## src/rtl/striper_pkg.sv

```systemverilog
package striper_pkg;
  typedef enum logic {
    DIR_SPREAD = 1'b0,
    DIR_GATHER = 1'b1
  } stripe_dir_e;

  // Flat bit position in the lane matrix that feeds sequence slot k
  function automatic int unsigned column_src(input int unsigned k, input int unsigned lanes);
    return 8 * (k % lanes) + (k / lanes);
  endfunction
endpackage

```

## src/rtl/stripe_perm.sv

```systemverilog
module stripe_perm #(
  parameter int unsigned LANES = 4,
  localparam int unsigned W = 8 * LANES
) (
  input  logic [W-1:0] din,
  input  logic         dir,
  output logic [W-1:0] dout
);
  import striper_pkg::*;

  logic [W-1:0] spread_w;
  logic [W-1:0] gather_w;

  // Both directions are pure wiring; the mapping is a bijection on W bits.
  for (genvar k = 0; k < W; k++) begin : g_slot
    localparam int unsigned SRC = column_src(k, LANES);
    assign spread_w[k]   = din[SRC];
    assign gather_w[SRC] = din[k];
  end

  assign dout = (stripe_dir_e'(dir) == DIR_GATHER) ? gather_w : spread_w;
endmodule

```

## src/rtl/stripe_stage.sv

```systemverilog
module stripe_stage #(
  parameter int unsigned WIDTH = 32,
  parameter bit          REGISTERED = 1'b1
) (
  input  logic             clk,
  input  logic             rst_n,
  input  logic             in_valid,
  output logic             in_ready,
  input  logic [WIDTH-1:0] in_data,
  output logic             out_valid,
  input  logic             out_ready,
  output logic [WIDTH-1:0] out_data
);
  if (REGISTERED) begin : g_reg
    logic             full_q;
    logic [WIDTH-1:0] data_q;

    assign in_ready  = !full_q || out_ready;
    assign out_valid = full_q;
    assign out_data  = data_q;

    always_ff @(posedge clk or negedge rst_n) begin
      if (!rst_n) begin
        full_q <= 1'b0;
      end else if (in_ready) begin
        full_q <= in_valid;
      end
    end

    always_ff @(posedge clk or negedge rst_n) begin
      if (!rst_n) begin
        data_q <= '0;
      end else if (in_valid && in_ready) begin
        data_q <= in_data;
      end
    end

    // accepted beat shows up after one edge
    a_r5_one_cycle: assert property (@(posedge clk) disable iff (!rst_n)
      (in_valid && in_ready) |=> out_valid);
    // stalled beat keeps valid
    a_r6_keep_valid: assert property (@(posedge clk) disable iff (!rst_n)
      (out_valid && !out_ready) |=> out_valid);
    // stalled beat keeps its data
    a_r6_keep_data: assert property (@(posedge clk) disable iff (!rst_n)
      (out_valid && !out_ready) |=> $stable(out_data));
    // draining with nothing new leaves the stage empty
    a_r7_drain_empty: assert property (@(posedge clk) disable iff (!rst_n)
      (!in_valid && out_ready) |=> !out_valid);
  end else begin : g_comb
    assign in_ready  = out_ready;
    assign out_valid = in_valid;
    assign out_data  = in_data;
  end
endmodule

```

## src/rtl/bit_striper.sv

```systemverilog
module bit_striper #(
  parameter int unsigned LANES = 4,
  parameter bit          REGISTERED = 1'b1,
  localparam int unsigned W = 8 * LANES
) (
  input  logic         clk,
  input  logic         rst_n,
  input  logic         in_valid,
  output logic         in_ready,
  input  logic         in_dir,
  input  logic [W-1:0] in_data,
  output logic         out_valid,
  input  logic         out_ready,
  output logic [W-1:0] out_data
);
  logic [W-1:0] perm_w;

  stripe_perm #(.LANES(LANES)) u_perm (
    .din  (in_data),
    .dir  (in_dir),
    .dout (perm_w)
  );

  stripe_stage #(.WIDTH(W), .REGISTERED(REGISTERED)) u_stage (
    .clk       (clk),
    .rst_n     (rst_n),
    .in_valid  (in_valid),
    .in_ready  (in_ready),
    .in_data   (perm_w),
    .out_valid (out_valid),
    .out_ready (out_ready),
    .out_data  (out_data)
  );
endmodule

```

## config.mk

```make
export PLATFORM = sky130hd
export DESIGN_NAME = bit_striper
export DESIGN_NICKNAME = d
export VERILOG_FILES = /design/src/rtl/striper_pkg.sv /design/src/rtl/stripe_perm.sv /design/src/rtl/stripe_stage.sv /design/src/rtl/bit_striper.sv
export SDC_FILE = /design/constraint.sdc
export NUM_CORES = 1
export LEC_CHECK = 0
export BUFFER_PORTS_ARGS = -buffer_cell sky130_fd_sc_hd__buf_4
export CORE_MARGIN = 2
export CORE_UTILIZATION = 44
export CTS_CLUSTER_DIAMETER = 80
export DETAILED_ROUTE_END_ITERATION = 16
export HOLD_SLACK_MARGIN = 0.02
export MAX_ROUTING_LAYER = met4
export PLACE_DENSITY_LB_ADDON = 0.3
export SYNTH_ARGS = -nofsm -noshare
export SYNTH_HDL_FRONTEND = slang
export SYNTH_SLANG_ARGS = --single-unit
```

## constraint.sdc

```tcl
create_clock -name clk -period 1.05 [get_ports clk]
set_clock_uncertainty 0.05 [all_clocks]
set_input_delay 0.105 -clock clk [delete_from_list [all_inputs] [get_ports clk]]
set_output_delay 0.105 -clock clk [all_outputs]
set_load 0.01 [all_outputs]
```

==> impl_metrics.tcl <==
set metrics [dict create \
    hold_path_class "primary input to register" \
    gp_congestion 0.724 \
    min_period_over_period_pct 113 \
    io_buffers 70 \
    postPlaceCellArea_mm2 0.00239 \
    track_usage_pct 21.6 \
    antenna_cells 0 \
    multi_input_area_um2 896 \
    syn_avg_cell_area_um2 12.6 \
    drtAntennaViolNets 0 \
    drt_first_pass_iters 4 \
    num_vias 1519 \
    max-vdd-ir-drop_uv 639 \
    wl_mm 4.79 \
    cp_max_fo 4 \
    r2r_slack_ns -0.13 \
    yosys_warnings 0 \
    nets 264 \
    fin_setup_tns_ns -3.02 \
    grtUsageMet1_pct 28.1 \
    dieArea_mm2 0.00473 \
    root_buffer "clkbuf_8" \
    drv_cap 0 \
    grt_pass1_vias 1513 \
    via_per_inst 5.48 \
    cts_sinks 33 \
    busiest_layer "met2" \
    start_util_pct 45.8 \
    synth_cell_type_count 14 \
    critical_path_arrival_ns 1.03 \
    crit_chain "nand2b_4 -> buf_12 -> buf_6" \
    rsz0062_at_grt "yes" \
    utilization_pct 69.3 \
    area_growth_syn_to_layout_pct 51.3 \
    register_area_um2 827 \
    tightestPinTransition_ns 0.433 \
    worst_slack_ns -0.135 \
    violations "negative setup slack" \
    setup_viol 34 \
    clkTransAtPathRegs_ns 0.07 \
    fillers 291 \
    status "complete, but fails checks" \
    overflow 0 \
    required_ns 0.89 \
    first_iter_violations 80 \
    die_x_um 68.7 \
    layout_common_cells "buf_4 (72), dfrtp_1 (32), mux2i_1 (30), a31oi_1 (27), a21oi_2 (25)" \
    slew_headroom_pct 71.1 \
    drive_above_1_share_pct 58.6 \
    powerDensity_mw_per_mm2 1370 \
    core_mm2 0.00403 \
    post_drt_wl_per_cell_um 17.3 \
    grt_antenna_before_repair 0 \
    p_leak_nw 1.25 \
    drc_errors 0 \
    max_freq_ghz 0.844 \
    cp-start-kind "register" \
    num_rows 23 \
    grt_first_pass_wirelength_mm 7.20 \
    final_common_cell "buf_4" \
    hold_viol 0 \
    grt_max_degree 34 \
    met3_usage_pct 5.19 \
    syn-cell-area_mm2 0.00184 \
    clk_path_buf_depth 2 \
    numCtsBuffers 5 \
    final_cell_area_mm2 0.00279 \
    drv_slew 0 \
    met2_usage_pct 33.3 \
    die_h_um 68.7 \
    dp_hpwl_mm 3.19 \
    htree_levels 2 \
    end_kind "output pin" \
    crit_type "register to output pin" \
    ios 71 \
    synth_nets 183 \
    ys_seq_area_share_pct 44.8 \
    clk_latency_ns 0.28 \
    crit_slowest_cell "dfrtp_1" \
    ys_ff_latch 33 \
    slowest_delay_ns 0.41 \
    fin_crit_ns 1.19 \
    tritoncts "yes" \
    syn-instance-count 146 \
]
-- repair_timing --
item	in CTS	in global routing
hold buffers	3	0
setup endpoints to repair	31	34
resized for setup	15	7
pin swaps	4	1
hold endpoints to repair	35	0
buffers inserted	4	0
cloned	2	3
-- metal layers --
| layer | vias up | share of wire [%] |
|---|---|---|
| met5 | - | 0 |
| met4 | 0 | 1.5 |
| met3 | 9 | 4.7 |
| met2 | 50 | 49 |
| met1 | 752 | 45 |
| li1 | 708 | - |
-- logic make-up (layout without fill, tap and decap cells) --
logic type / count (synthesis) / after routing / synth area share (%)
AOI/OAI and AO/OA: 60 / 60 / 24.2
buffers and inverters: 18 / 99 / 11.3
DFF: 33 / 33 / 44.8
muxes: 32 / 32 / 17.9
and+or+nand+nor: 3 / 3 / 1.76
-- worst max-delay path: cells and delay by family, from the launching register on --
kind          cells  cell delay [ns]
buf+inv           2             0.23
simple gates      1             0.12
flops             1             0.41
-- state kept, by name (all words and copies together) (netlist names) --
register / cells
u_stage.out_data: 32
u_stage.out_valid: 1
-- where the power goes --
group / leakage [nW] / internal [mW] / total (mW) / switching (mW)
clock network: 0.0443 / 0.520 / 0.958 / 0.438
logic: 0.838 / 0.707 / 1.26 / 0.551
registers: 0.364 / 1.46 / 1.62 / 0.161
total: 1.25 / 2.68 / 3.83 / 1.15
-- final cells by class --
type / instances / share of cell area [%]
Timing Repair Buffer: 92 / 32.9
Multi-Input combinational cell: 95 / 32.1
Sequential cell: 33 / 29.6
Clock buffer: 7 / 3.09
Tap cell: 50 / 2.24
-- metrics by stage --
step / hold WS (ns) / power [mW] / setup WS [ns] / std cells
after CTS: 0.104 / 3.78 / -0.121 / 274
after global placement: 0.0158 / 2.65 / -0.0184 / 258
final: 0.110 / 3.83 / -0.135 / 277
after global routing: 0.118 / 4.02 / -0.194 / 277
after detailed placement: 0.0211 / 2.69 / -0.0570 / 258
after floorplan: -0.241 / 2.17 / -0.100 / 146
-- synth_stat cells (all sizes together) --
library cell  count  area (um2)
mux2              2        30.0
a21oi            30         259
clkbuf            5        38.8
nand2b            1        13.8
mux2i            30         300
dfrtp            33         826
nand2             1        11.3
a31oi            30         188
buf              13         170
or2b              1        7.51
-- final timing paths --
path                                                 start                          endpoint  cells past startpoint
max in group asynchronous                            rst_n  u_stage.out_data[14]$_DFFE_PN0P_                      2
setup reg to reg             u_stage.out_valid$_DFFE_PN0P_   u_stage.out_data[3]$_DFFE_PN0P_                      5
min in group asynchronous                            rst_n  u_stage.out_data[28]$_DFFE_PN0P_                      2
setup / recovery             u_stage.out_valid$_DFFE_PN0P_                          in_ready                      3
hold / removal                                 in_data[22]  u_stage.out_data[21]$_DFFE_PN0P_                      3
hold reg to reg            u_stage.out_data[0]$_DFFE_PN0P_   u_stage.out_data[0]$_DFFE_PN0P_                      1
No activity file was read; power rests on OpenSTA's default activity.
